File: config.mk
export PLATFORM = sky130hd
export DESIGN_NAME = sd_xfer_status
export DESIGN_NICKNAME = d
export VERILOG_FILES = /design/src/rtl/sd_xfer_pkg.sv /design/src/rtl/sd_xfer_ctrl.sv /design/src/rtl/sd_xfer_dp.sv /design/src/rtl/sd_xfer_status.sv
export SDC_FILE = /design/constraint.sdc
export NUM_CORES = 1
export LEC_CHECK = 0
export BUFFER_PORTS_ARGS = -buffer_cell sky130_fd_sc_hd__buf_2
export CAP_MARGIN = 5
export CORE_ASPECT_RATIO = 0.9
export CORE_UTILIZATION = 35
export DETAILED_ROUTE_END_ITERATION = 8
export PLACE_DENSITY_LB_ADDON = 0.3
export RECOVER_POWER = 25
export SLEW_MARGIN = 0
export SYNTH_ARGS = -nofsm -noshare
export SYNTH_HDL_FRONTEND = slang
export SYNTH_SLANG_ARGS = --single-unit
File: constraint.sdc
create_clock -name clk -period 2.2 [get_ports clk]
set_input_delay 0.44 -clock clk [delete_from_list [all_inputs] [get_ports clk]]
set_output_delay 0.44 -clock clk [all_outputs]
set_load 0.005 [all_outputs]
File: src/rtl/sd_xfer_pkg.sv
package sd_xfer_pkg;

  // Decoded actions from control to datapath
  typedef struct packed {
    logic rdStart;
    logic rdResume;
    logic rdCount;
    logic rdEnd;
    logic rdGap;
    logic wrStart;
    logic wrResume;
    logic wrCount;
    logic wrEnd;
    logic wrGap;
    logic bufSet;
    logic bufClr;
  } xfer_strobe_t;

  // State summary from datapath back to control
  typedef struct packed {
    logic rdActive;
    logic wrActive;
    logic rdStopped;
    logic wrStopped;
    logic rdLast;
    logic wrLast;
    logic loadLeft;
    logic bufWrRdy;
  } xfer_state_t;

endpackage

File: src/rtl/sd_xfer_ctrl.sv
module sd_xfer_ctrl
  import sd_xfer_pkg::*;
(
  input  logic         rdCmdEnd,
  input  logic         wrCmdEnd,
  input  logic         rdBlkToSys,
  input  logic         wrBufFull,
  input  logic         wrBlkTaken,
  input  logic         crcStatusRx,
  input  logic         stopAtGap,
  input  logic         contReq,
  input  xfer_state_t  st,
  output xfer_strobe_t stb
);

  always_comb begin
    stb = '0;
    // read direction
    stb.rdStart  = rdCmdEnd;
    stb.rdResume = contReq & st.rdStopped;
    stb.rdCount  = rdBlkToSys & st.rdActive;
    stb.rdEnd    = stb.rdCount & st.rdLast;
    stb.rdGap    = stb.rdCount & ~st.rdLast & stopAtGap;
    // write direction
    stb.wrStart  = wrCmdEnd;
    stb.wrResume = contReq & st.wrStopped;
    stb.wrCount  = crcStatusRx & st.wrActive;
    stb.wrEnd    = stb.wrCount & st.wrLast;
    stb.wrGap    = stb.wrCount & ~st.wrLast & stopAtGap;
    // buffer space: gap request sampled at the block boundary only
    stb.bufClr   = wrBufFull & st.bufWrRdy;
    stb.bufSet   = stb.wrStart
                 | (stb.wrResume & st.loadLeft)
                 | (wrBlkTaken & st.wrActive & st.loadLeft & ~stopAtGap);
  end

endmodule

File: src/rtl/sd_xfer_dp.sv
module sd_xfer_dp
  import sd_xfer_pkg::*;
#(
  parameter int CNT_W = 16
) (
  input  logic             clk,
  input  logic             rstN,
  input  logic [CNT_W-1:0] blkCountCfg,
  input  xfer_strobe_t     stb,
  output xfer_state_t      st,
  output logic             bufWrRdy,
  output logic             rdActive,
  output logic             wrActive,
  output logic             irqBufWrRdy,
  output logic             irqXferDone,
  output logic             irqBlkGap
);

  localparam logic [CNT_W-1:0] ONE = CNT_W'(1);

  logic [CNT_W-1:0] rdDone, wrDone, wrLoaded;
  logic             rdStopped, wrStopped;
  logic             rdPrev, wrPrev, bufPrev;

  always_ff @(posedge clk) begin
    if (!rstN) begin
      rdActive  <= 1'b0;
      rdStopped <= 1'b0;
      rdDone    <= '0;
    end else begin
      if (stb.rdStart || stb.rdResume) rdActive <= 1'b1;
      else if (stb.rdEnd || stb.rdGap) rdActive <= 1'b0;
      if (stb.rdStart || stb.rdResume) rdStopped <= 1'b0;
      else if (stb.rdGap)              rdStopped <= 1'b1;
      if (stb.rdStart)      rdDone <= '0;
      else if (stb.rdCount) rdDone <= rdDone + ONE;
    end
  end

  always_ff @(posedge clk) begin
    if (!rstN) begin
      wrActive  <= 1'b0;
      wrStopped <= 1'b0;
      wrDone    <= '0;
      wrLoaded  <= '0;
      bufWrRdy  <= 1'b0;
    end else begin
      if (stb.wrStart || stb.wrResume) wrActive <= 1'b1;
      else if (stb.wrEnd || stb.wrGap) wrActive <= 1'b0;
      if (stb.wrStart || stb.wrResume) wrStopped <= 1'b0;
      else if (stb.wrGap)              wrStopped <= 1'b1;
      if (stb.wrStart)      wrDone <= '0;
      else if (stb.wrCount) wrDone <= wrDone + ONE;
      if (stb.wrStart)     wrLoaded <= '0;
      else if (stb.bufClr) wrLoaded <= wrLoaded + ONE;
      if (stb.bufClr)      bufWrRdy <= 1'b0;
      else if (stb.bufSet) bufWrRdy <= 1'b1;
    end
  end

  // previous-cycle copies for edge detection
  always_ff @(posedge clk) begin
    if (!rstN) begin
      rdPrev  <= 1'b0;
      wrPrev  <= 1'b0;
      bufPrev <= 1'b0;
    end else begin
      rdPrev  <= rdActive;
      wrPrev  <= wrActive;
      bufPrev <= bufWrRdy;
    end
  end

  assign irqBufWrRdy = bufWrRdy & ~bufPrev;
  assign irqXferDone = rdPrev & ~rdActive;
  assign irqBlkGap   = wrPrev & ~wrActive & wrStopped;

  always_comb begin
    st           = '0;
    st.rdActive  = rdActive;
    st.wrActive  = wrActive;
    st.rdStopped = rdStopped;
    st.wrStopped = wrStopped;
    st.rdLast    = (rdDone + ONE) == blkCountCfg;
    st.wrLast    = (wrDone + ONE) == blkCountCfg;
    st.loadLeft  = wrLoaded < blkCountCfg;
    st.bufWrRdy  = bufWrRdy;
  end

endmodule

File: src/rtl/sd_xfer_status.sv
module sd_xfer_status
  import sd_xfer_pkg::*;
#(
  parameter int CNT_W = 16
) (
  input  logic             clk,
  input  logic             rstN,
  input  logic [CNT_W-1:0] blkCountCfg,
  input  logic             rdCmdEnd,
  input  logic             wrCmdEnd,
  input  logic             rdBlkToSys,
  input  logic             wrBufFull,
  input  logic             wrBlkTaken,
  input  logic             crcStatusRx,
  input  logic             stopAtGap,
  input  logic             contReq,
  output logic             bufWrRdy,
  output logic             rdActive,
  output logic             wrActive,
  output logic             irqBufWrRdy,
  output logic             irqXferDone,
  output logic             irqBlkGap
);

  xfer_strobe_t stb;
  xfer_state_t  st;

  sd_xfer_ctrl u_ctrl (
    .rdCmdEnd    (rdCmdEnd),
    .wrCmdEnd    (wrCmdEnd),
    .rdBlkToSys  (rdBlkToSys),
    .wrBufFull   (wrBufFull),
    .wrBlkTaken  (wrBlkTaken),
    .crcStatusRx (crcStatusRx),
    .stopAtGap   (stopAtGap),
    .contReq     (contReq),
    .st          (st),
    .stb         (stb)
  );

  sd_xfer_dp #(.CNT_W(CNT_W)) u_dp (
    .clk         (clk),
    .rstN        (rstN),
    .blkCountCfg (blkCountCfg),
    .stb         (stb),
    .st          (st),
    .bufWrRdy    (bufWrRdy),
    .rdActive    (rdActive),
    .wrActive    (wrActive),
    .irqBufWrRdy (irqBufWrRdy),
    .irqXferDone (irqXferDone),
    .irqBlkGap   (irqBlkGap)
  );

endmodule

### Yosys cells after proc, flatten, opt, wreduce, memory -nomap -nowiden

Cells that the tools add are included.

| cells by class | value |
|---|---|
| add/sub/neg operators | 3 |
| order comparisons | 1 |
| equal/unequal tests | 2 |
| multiplexer cells | 4 |
| bitwise logic cells | 28 |
| reduce and logical (&&, ||, !) cells | 11 |

Operators with widths:

| operator | number |
|---|---|
| $add A16 B1 Y16 const B | 3 |
| $eq A16 B16 Y1 | 2 |
| $and A1 B1 Y1 | 19 |
| $lt A16 B16 Y1 | 1 |
| $reduce_or A2 Y1 | 5 |
| $not A1 Y1 | 7 |
| $logic_or A1 B1 Y1 | 4 |
| $mux W1 | 4 |
| $reduce_bool A2 Y1 | 2 |
| $or A1 B1 Y1 | 2 |

| word-level totals | value |
|---|---|
| flip-flop bits (word level) | 56 |
| input bits | 26 |
| word-level logic and storage cells | 60 |

### Logic depth before layout (Yosys ltp)

Gate-level depths: netlist of the first run.

| logic depth | value |
|---|---|
| depth after elaboration | 8 |
| mapped depth | 8 |

### Cells and area by module

A second synthesis of the first run with hierarchy kept.

| unflattened totals | value |
|---|---|
| cell total of the unflattened synthesis | 469 |
| area total of the unflattened synthesis | 3794.9 um^2 |

Modules (own cells, without submodules):

| module | times used | cells each | area each (um^2) | seq. area each (um^2) |
|---|---|---|---|---|
| sd_xfer_dp | 1 | 456 | 3697.3 | 1121.1 |
| sd_xfer_ctrl | 1 | 13 | 97.6 | 0.0 |

### Least setup slack after synthesis of the first run

No wires, ideal clock.

| path | value |
|---|---|
| kind | register to register |
| start | reg u_dp.wrDone[0] |
| end | reg u_dp.wrStopped |
| library setup time | 0.129 ns |
| arrival | 1.773 ns |
| data required time | 2.071 ns |
| setup slack | 0.298 ns |
| cell stages (with the launch flop) | 8 |
| path buffers | 0 |
| period minus slack after synthesis | 1.902 ns |
| path through | dfxtp_1 -> ha_1 -> nand3_1 -> or4b_1 -> o211ai_1 -> o2111ai_1 -> nor3b_1 -> a221oi_1 |

| on the way | value |
|---|---|
| cells in the longest elaborated chain, start to end | 5 |

RTL lines:

| element | RTL line | text |
|---|---|---|
| from (decl) | sd_xfer_dp.sv:21 | `logic [CNT_W-1:0] rdDone, wrDone, wrLoaded;` |
| from (signal assigned) | sd_xfer_dp.sv:53 | `else if (stb.wrCount) wrDone <= wrDone + ONE;` |
| $add A16 B1 Y16 | sd_xfer_dp.sv:85 | `st.wrLast = (wrDone + ONE) == blkCountCfg;` |
| $eq A16 B16 Y1 | sd_xfer_dp.sv:85 |  |
| $not A1 Y1 | sd_xfer_ctrl.sv:29 | `stb.wrGap = stb.wrCount & ~st.wrLast & stopAtGap;` |
| $and A1 B1 Y1 (2 in a row) | sd_xfer_ctrl.sv:29 |  |
| to (signal assigned) | sd_xfer_dp.sv:43 | `wrStopped <= 1'b0;` |
| to (signal assigned) | sd_xfer_dp.sv:50 | `if (stb.wrStart \|\| stb.wrResume) wrStopped <= 1'b0;` |
| to (signal assigned) | sd_xfer_dp.sv:51 | `else if (stb.wrGap) wrStopped <= 1'b1;` |
| to (decl) | sd_xfer_dp.sv:22 | `logic rdStopped, wrStopped;` |

Every way passes these cells.
A chain may end at the register's enable or synchronous reset.

### Worst setup path after layout of the first run

| path | value |
|---|---|
| start | reg u_dp.rdDone[1] |
| end | reg u_dp.rdActive |

| on the way | value |
|---|---|
| cells in the longest elaborated chain, start to end | 7 |
| elaborated cells on any way between the ends | 8 |

RTL lines:

| element | RTL line | text |
|---|---|---|
| from (decl) | sd_xfer_dp.sv:21 |  |
| from (signal assigned) | sd_xfer_dp.sv:36 | `else if (stb.rdCount) rdDone <= rdDone + ONE;` |
| $add A16 B1 Y16 * | sd_xfer_dp.sv:84 | `st.rdLast = (rdDone + ONE) == blkCountCfg;` |
| $eq A16 B16 Y1 * | sd_xfer_dp.sv:84 |  |
| $not A1 Y1 | sd_xfer_ctrl.sv:23 | `stb.rdGap = stb.rdCount & ~st.rdLast & stopAtGap;` |
| $and A1 B1 Y1 (2 in a row) | sd_xfer_ctrl.sv:23 |  |
| $logic_or A1 B1 Y1 * | sd_xfer_dp.sv:32 | `else if (stb.rdEnd \|\| stb.rdGap) rdActive <= 1'b0;` |
| $reduce_bool A2 Y1 (no line) * | n/a |  |
| to (signal assigned) | sd_xfer_dp.sv:27 | `rdActive <= 1'b0;` |
| to (signal assigned) | sd_xfer_dp.sv:31 | `if (stb.rdStart \|\| stb.rdResume) rdActive <= 1'b1;` |
| to (signal assigned) | sd_xfer_dp.sv:32 |  |
| to (decl) | sd_xfer_dp.sv:12 | `output logic rdActive,` |

Every way passes the cells marked *; elsewhere a longest branch is shown, timed or not.

==> results of run 1 <==
==> cells by family after synthesis <==
| logic type | share of synthesized area (%) |
|---|---|
| mux | 0.513 |
| compound gates | 13.9 |
| simple gates | 28.9 |
| flops | 28.7 |
| xor+xnor | 16.3 |
| fa+ha+maj | 5.77 |
| buf+inv | 5.86 |
==> through the flow <==
stage | setup slack (ns) | total power [mW] | cell area [um2] | utilization, %
floorplan | 0.298 | 1.18 | 3910 | -
global placement | 0.127 | 1.28 | 4310 | 39.7
detailed placement | 0.0477 | 1.28 | 4310 | 39.7
CTS | 0.0174 | 2.09 | 4460 | 41.1
global route | 0.0158 | 2.16 | 4490 | 41.3
finish | 0.146 | 2.07 | 4490 | 41.3
==> power by group <==
| part | switching (mW) | internal (mW) | total (mW) | leakage (nW) |
|---|---|---|---|---|
| sequential | 0.00763 | 1.02 | 1.03 | 0.454 |
| clock | 0.389 | 0.422 | 0.811 | 0.0736 |
| combinational | 0.136 | 0.0906 | 0.226 | 1.21 |
| total | 0.532 | 1.54 | 2.07 | 1.74 |
==> how the worst min path moves through the flow <==
stage / start / to / slack, ns / cells after the start
4_1_cts: rdCmdEnd / u_dp.rdActive / 0.44 / 3
6_report: rstN / u_dp.bufPrev / 0.44 / 2
5_1_grt: stopAtGap / u_dp.rdStopped / 0.45 / 3
3_5_place_dp: u_dp.rdStopped / u_dp.rdActive / 0.48 / 2
2_1_floorplan: u_dp.rdStopped / u_dp.rdActive / 0.45 / 2
3_3_place_gp: u_dp.rdStopped / u_dp.rdActive / 0.49 / 2
==> cells in the mapped netlist, types with 5 or more instances <==
library cell,n
buf_2,6
and3_1,6
xor2_1,40
clkbuf_1,9
a21o_1,6
nor2_1,54
nand2_1,33
buf_6,5
and4_1,6
nand4_1,15
inv_1,24
o21ai_0,14
a21oi_1,19
ha_1,18
and2_1,8
nand2b_1,6
nand3_1,25
xnor2_1,31
nor3_1,15
dfxtp_1,56
or3_1,10
==> area by class of cell <==
class	count	area (um2)	area share (%)
well taps	152	190	4.24
inverters	24	90.1	2.01
repair buffers	58	349	7.78
flip-flops and latches	56	1120	25.1
clock buffers	5	125	2.79
multi-input cells	380	2590	57.7
clock inverters	3	18.8	0.418
==> registers in the layout, indices dropped and copies added (netlist names) <==
register,count
u_dp.rdPrev,1
u_dp.bufPrev,1
u_dp.rdActive,1
u_dp.wrLoaded,16
u_dp.wrStopped,1
u_dp.bufWrRdy,1
u_dp.wrDone,16
u_dp.wrActive,1
u_dp.rdDone,16
u_dp.wrPrev,1
u_dp.rdStopped,1
==> routing by layer <==
metal | share of wire (%) | GRT usage, % | routed length [um] | up-vias
met5 | 0 | 0 | 0 | -
met4 | 1.8 | 4.55 | 182 | 0
met3 | 5.1 | 3.08 | 510 | 12
met2 | 42 | 28.8 | 4220 | 81
met1 | 51 | 24.9 | 5040 | 1600
li1 | - | - | - | 1799
==> repair_timing <==
item	4_1_cts	5_1_grt
setup endpoints to repair	0	1
hold buffers	0	0
resized for setup	0	8
buffers inserted	0	0
==> reports/metrics.yaml, run 1 <==
floorplan:
  start_util_pct: 36.0
  io_pins: 32
  num_rows: 36
  core_area_mm2: 0.0109
  die_h_um: 102
  dieArea_mm2: 0.0116
  fp.dieW_um: 113
critical_path:
  critPathCaptureType: "flip-flop"
  reg2reg_from: "u_dp.rdDone[1]"
  max_stage_delay_ns: 0.40
  start_kind: "flip-flop"
  crit_cells: 8
  crit_path_top_delay_cell: "o41ai_2"
  cp_max_fo: 10
  cp_data_required_time_ns: 2.38
  timing.reg2reg.setup_slack_ns: 0.15
  r2r_cells: 8
  endpoint: "u_dp.rdActive"
  worstPathCellList: "ha_4 -> buf_4 -> nand2_1 -> or3_1 -> xor2_1 -> o22ai_1 -> o41ai_2 -> a31oi_1"
  startpoint: "u_dp.rdDone[1]"
  rr_endpoint: "u_dp.rdActive"
  cpLargestDelayFamily: "compound AO/OA/AOI/OAI gates"
  path_class: "reg2reg"
  arrival_ns: 2.23
  critPathBufInv: 1
place:
  dp_hpwl_mm: 7.95
  dp.cells: 670
  gp_congestion: 0.879
  io_buffers: 31
cts:
  clk_path_buf_depth: 2
  cts.clk_slew.worst_paths_ns: 0.08
  htreeDepth: 2
  cts-root-buf: "clkbuf_16"
  cts.sinks: 56
  cts_tree: "done"
  cts_buffers: 5
  clkLatencyLatePin_ns: 0.30
final_layout:
  area_growth_pct: 14.9
  n_antenna_cell: 0
  fill_cells: 1097
  final_common_cell: "nor2_1"
  drive_gt1_share_pct: 15.2
  final_nets: 569
  fin_cells: 678
  layout_common_cells: "nor2_1, dfxtp_1, xor2_1"
logic_synthesis:
  synth-main-ff-cell: "dfxtp_1"
  syn_avg_cell_area_um2: 8.08
  synth_area_leaders: "dfxtp_1, xor2_1, xnor2_1"
  yosys_warnings: 0
  yosysSeqAreaShare_pct: 28.7
  async_flop_share_pct: 0
  synth_nets: 527
  synth_area_leader_cell: "dfxtp_1"
  synth_edf_count: 0
  yosys_register_bits: 56
  yosysUniqueCellTypes: 69
  synth_top_cell_area_share_pct: 28.7
  syn_area_mm2: 0.00390
  synthCells: 483
outcome:
  status: "finished clean"
sta:
  setup_viol: 0
  tightestPinTransition_ns: 0.684
  slew_viol_final: 0
  holdWs_ns: 0.439
  slew_headroom_pct: 54.4
  clock_skew_ns: 0.0119
  clock.fmax_ghz: 0.487
  fin_tns_setup_ns: 0
  fin_crit_ns: 2.05
  finalHoldViolCount: 0
  finalCritPeriodShare_pct: 93.4
  rsz0062_at_grt: "false"
drt:
  wire_per_inst_um: 14.7
  first_pass_iters: 4
  routed_wl_mm: 9.95
  ant_nets: 0
  drc: 0
  via_count: 3492
  drtIter0Drc: 243
  vias_per_cell: 5.15
grt:
  antenna_found_initial: 0
  grt_overflow: 0
  grt_pass1_wl_mm: 16.5
  grt_pass1_vias: 3249
  track_usage_pct: 17.9
  grt_max_degree: 18
pwr:
  p_leak_nw: 1.74
  ir_drop_v: 0.000253
  power_density_mw_per_mm2: 461
flow_run:
  maxCapViolations: 0
min_path:
  hold_class: "in2reg"
Power figures use the tool's default switching activity.
==> inputs of run 2 (changes only) <==
CORE_UTILIZATION = 45   (was 35)
CTS_CLUSTER_DIAMETER = 40   (was not set)
==> reports/metrics.yaml, run 2 (synthesis results as in run 1) <==
outcome:
  status: "finished clean"  # unchanged
grt:
  antenna_found_initial: 0  # unchanged
  grt_pass1_vias: 3249  # unchanged
  grt_overflow: 0  # unchanged
  grt_max_degree: 22  # was 18
  grt_pass1_wl_mm: 16.4  # was 16.5 mm
  track_usage_pct: 22.9  # was 17.9%
floorplan:
  fp.dieW_um: 100  # was 113 um
  num_rows: 31  # was 36
  start_util_pct: 47.5  # was 36.0%
  dieArea_mm2: 0.00906  # was 0.0116 mm2
  die_h_um: 90.4  # was 102 um
  io_pins: 32  # unchanged
  core_area_mm2: 0.00822  # was 0.0109 mm2
place:
  dp_hpwl_mm: 7.74  # was 7.95 mm
  io_buffers: 31  # unchanged
  gp_congestion: 0.894  # was 0.879
final_layout:
  drive_gt1_share_pct: 15.1  # was 15.2%
  fill_cells: 798  # was 1,097
  final_common_cell: "nor2_1"  # unchanged
  post-route-util_pct: 53.5  # was 41.3%
  final_nets: 565  # was 569
  area_growth_pct: 12.8  # was 14.9%
  layout_common_cells: "nor2_1, dfxtp_1, xor2_1"  # unchanged
  top_regs: "u_dp.rdDone (16), u_dp.wrDone (16), u_dp.wrLoaded (16)"  # unchanged
  n_antenna_cell: 0  # unchanged
critical_path:
  path_class: "reg2reg"  # unchanged
  worstPathCellList: "buf_4 -> nand2_1 -> o311ai_1 -> o2111ai_1 -> a2111oi_0 -> and4_1 -> a221oi_1"  # was ha_4 -> buf_4 -> nand2_1 -> or3_1 -> xor2_1 -> o22ai_1 -> o41ai_2 -> a31oi_1
  arrival_ns: 2.28  # was 2.23 ns
  crit_path_top_delay_cell: "o311ai_1"  # was o41ai_2
  cp_max_fo: 6  # was 10
  max_stage_delay_ns: 0.40  # about the same
  critPathCaptureType: "flip-flop"  # unchanged
  start_kind: "flip-flop"  # unchanged
  timing.reg2reg.setup_slack_ns: 0.11  # was 0.15 ns
  cp_data_required_time_ns: 2.38  # about the same
sta:
  clock.fmax_ghz: 0.478  # was 0.487 GHz
  slew_viol_final: 0  # unchanged
  slew_headroom_pct: 32.7  # was 54.4%
  finalHoldViolCount: 0  # unchanged
  holdWs_ns: 0.397  # was 0.439 ns
  fin_crit_ns: 2.09  # was 2.05 ns
  finalCritPeriodShare_pct: 95.1  # was 93.4%
  clock_skew_ns: 0.0157  # was 0.0119 ns
  tightestPinTransition_ns: 1.01  # was 0.684 ns
  rsz0062_at_grt: "false"  # unchanged
  setup_viol: 0  # unchanged
cts:
  cts-root-buf: "clkbuf_8"  # was clkbuf_16
  ctsHoldBuffers: 0  # unchanged
  cts.sinks: 56  # unchanged
  clk_path_buf_depth: 2  # unchanged
  cts_tree: "done"  # unchanged
  htreeDepth: 2  # unchanged
  cts_buffers: 5  # unchanged
  cts.clk_slew.worst_paths_ns: 0.11  # was 0.08 ns
  clkLatencyLatePin_ns: 0.33  # was 0.30 ns
pwr:
  p_leak_nw: 1.72  # was 1.74 nW
  ir_drop_v: 0.000297  # was 0.000253 V
  power_density_mw_per_mm2: 474  # was 461 mW/mm2
drt:
  ant_nets: 0  # unchanged
  via_count: 3573  # was 3,492
  drc: 0  # unchanged
  wire_per_inst_um: 15.7  # was 14.7 um
  routed_wl_mm: 10.0  # was 9.95 mm
  vias_per_cell: 5.61  # was 5.15
  drtIter0Drc: 211  # was 243
  first_pass_iters: 5  # was 4
min_path:
  hold_class: "in2reg"  # unchanged
flow_run:
  maxCapViolations: 0  # unchanged
==> run 2: cell types whose count changed in the layout (fill, tap and decap cells not counted), sizes merged <==
| cell | before | now |
|---|---|---|
| buf | 55 | 52 |
| clkinv | 3 | 0 |
| bufinv | 0 | 2 |
| inv | 24 | 25 |
| clkbuf | 8 | 7 |
==> run 2: cell type report <==
cell class                 count  area (um2)  area share, %
clock inverter                 3        68.8           1.56
sequential                    56        1130           25.6
tap                          115         144           3.27
inverter                      24        90.1           2.05
timing repair buffer          54         323           7.33
clock buffer                   5        68.8           1.56
multi-input combinational    380        2580           58.6
==> run 2: what timing repair did <==
| action | 4_1_cts | 5_1_grt |
|---|---|---|
| pin swaps | 0 | 1 |
| endpoints found under the setup margin | 2 | 1 |
| endpoints found under the hold margin | 0 | 0 |
| gates resized for setup | 2 | 8 |
| setup buffers | 0 | 0 |
==> run 2: critical path: cells and delay by family (launching register included) <==
kind | cells | cell delay, ns
buf+inv | 1 | 0.15
compound gates | 4 | 1.03
flops | 1 | 0.35
simple gates | 2 | 0.43
==> run 2: power by group <==
| part | switching (mW) | total (mW) | internal (mW) |
|---|---|---|---|
| Combinational | 0.133 | 0.218 | 0.0852 |
| Sequential | 0.0112 | 1.03 | 1.02 |
| Clock | 0.374 | 0.833 | 0.459 |
==> run 2: path summary, 6_finish.rpt <==
kind                     to      startpoint  cells past startpoint
max          u_dp.wrStopped  u_dp.wrDone[0]                      7
min           u_dp.rdActive        rdCmdEnd                      3
max reg2reg  u_dp.wrStopped  u_dp.wrDone[0]                      7
min reg2reg   u_dp.rdActive  u_dp.rdStopped                      2
==> run 2: metal layers <==
layer  vias to the layer above  global-route usage [%]  share of wire, %
met3                        14                    3.33               6.0
met5                         -                       0                 0
met4                         0                    5.80               1.5
met1                      1662                    34.7                50
li1                       1784                       -                 -
met2                       113                    33.4                42
==> run 2: stage by stage <==
stage,instances,area (um2),power [mW],setup TNS (ns),worst slack (ns)
global placement,629,4250,1.27,0,0.0241
CTS,637,4390,2.10,0,0.0350
detailed placement,629,4250,1.27,-0.0210,-0.0210
global route,637,4400,2.17,0,0.00591
floorplan,483,3910,1.18,0,0.298
finish,637,4400,2.09,0,0.108
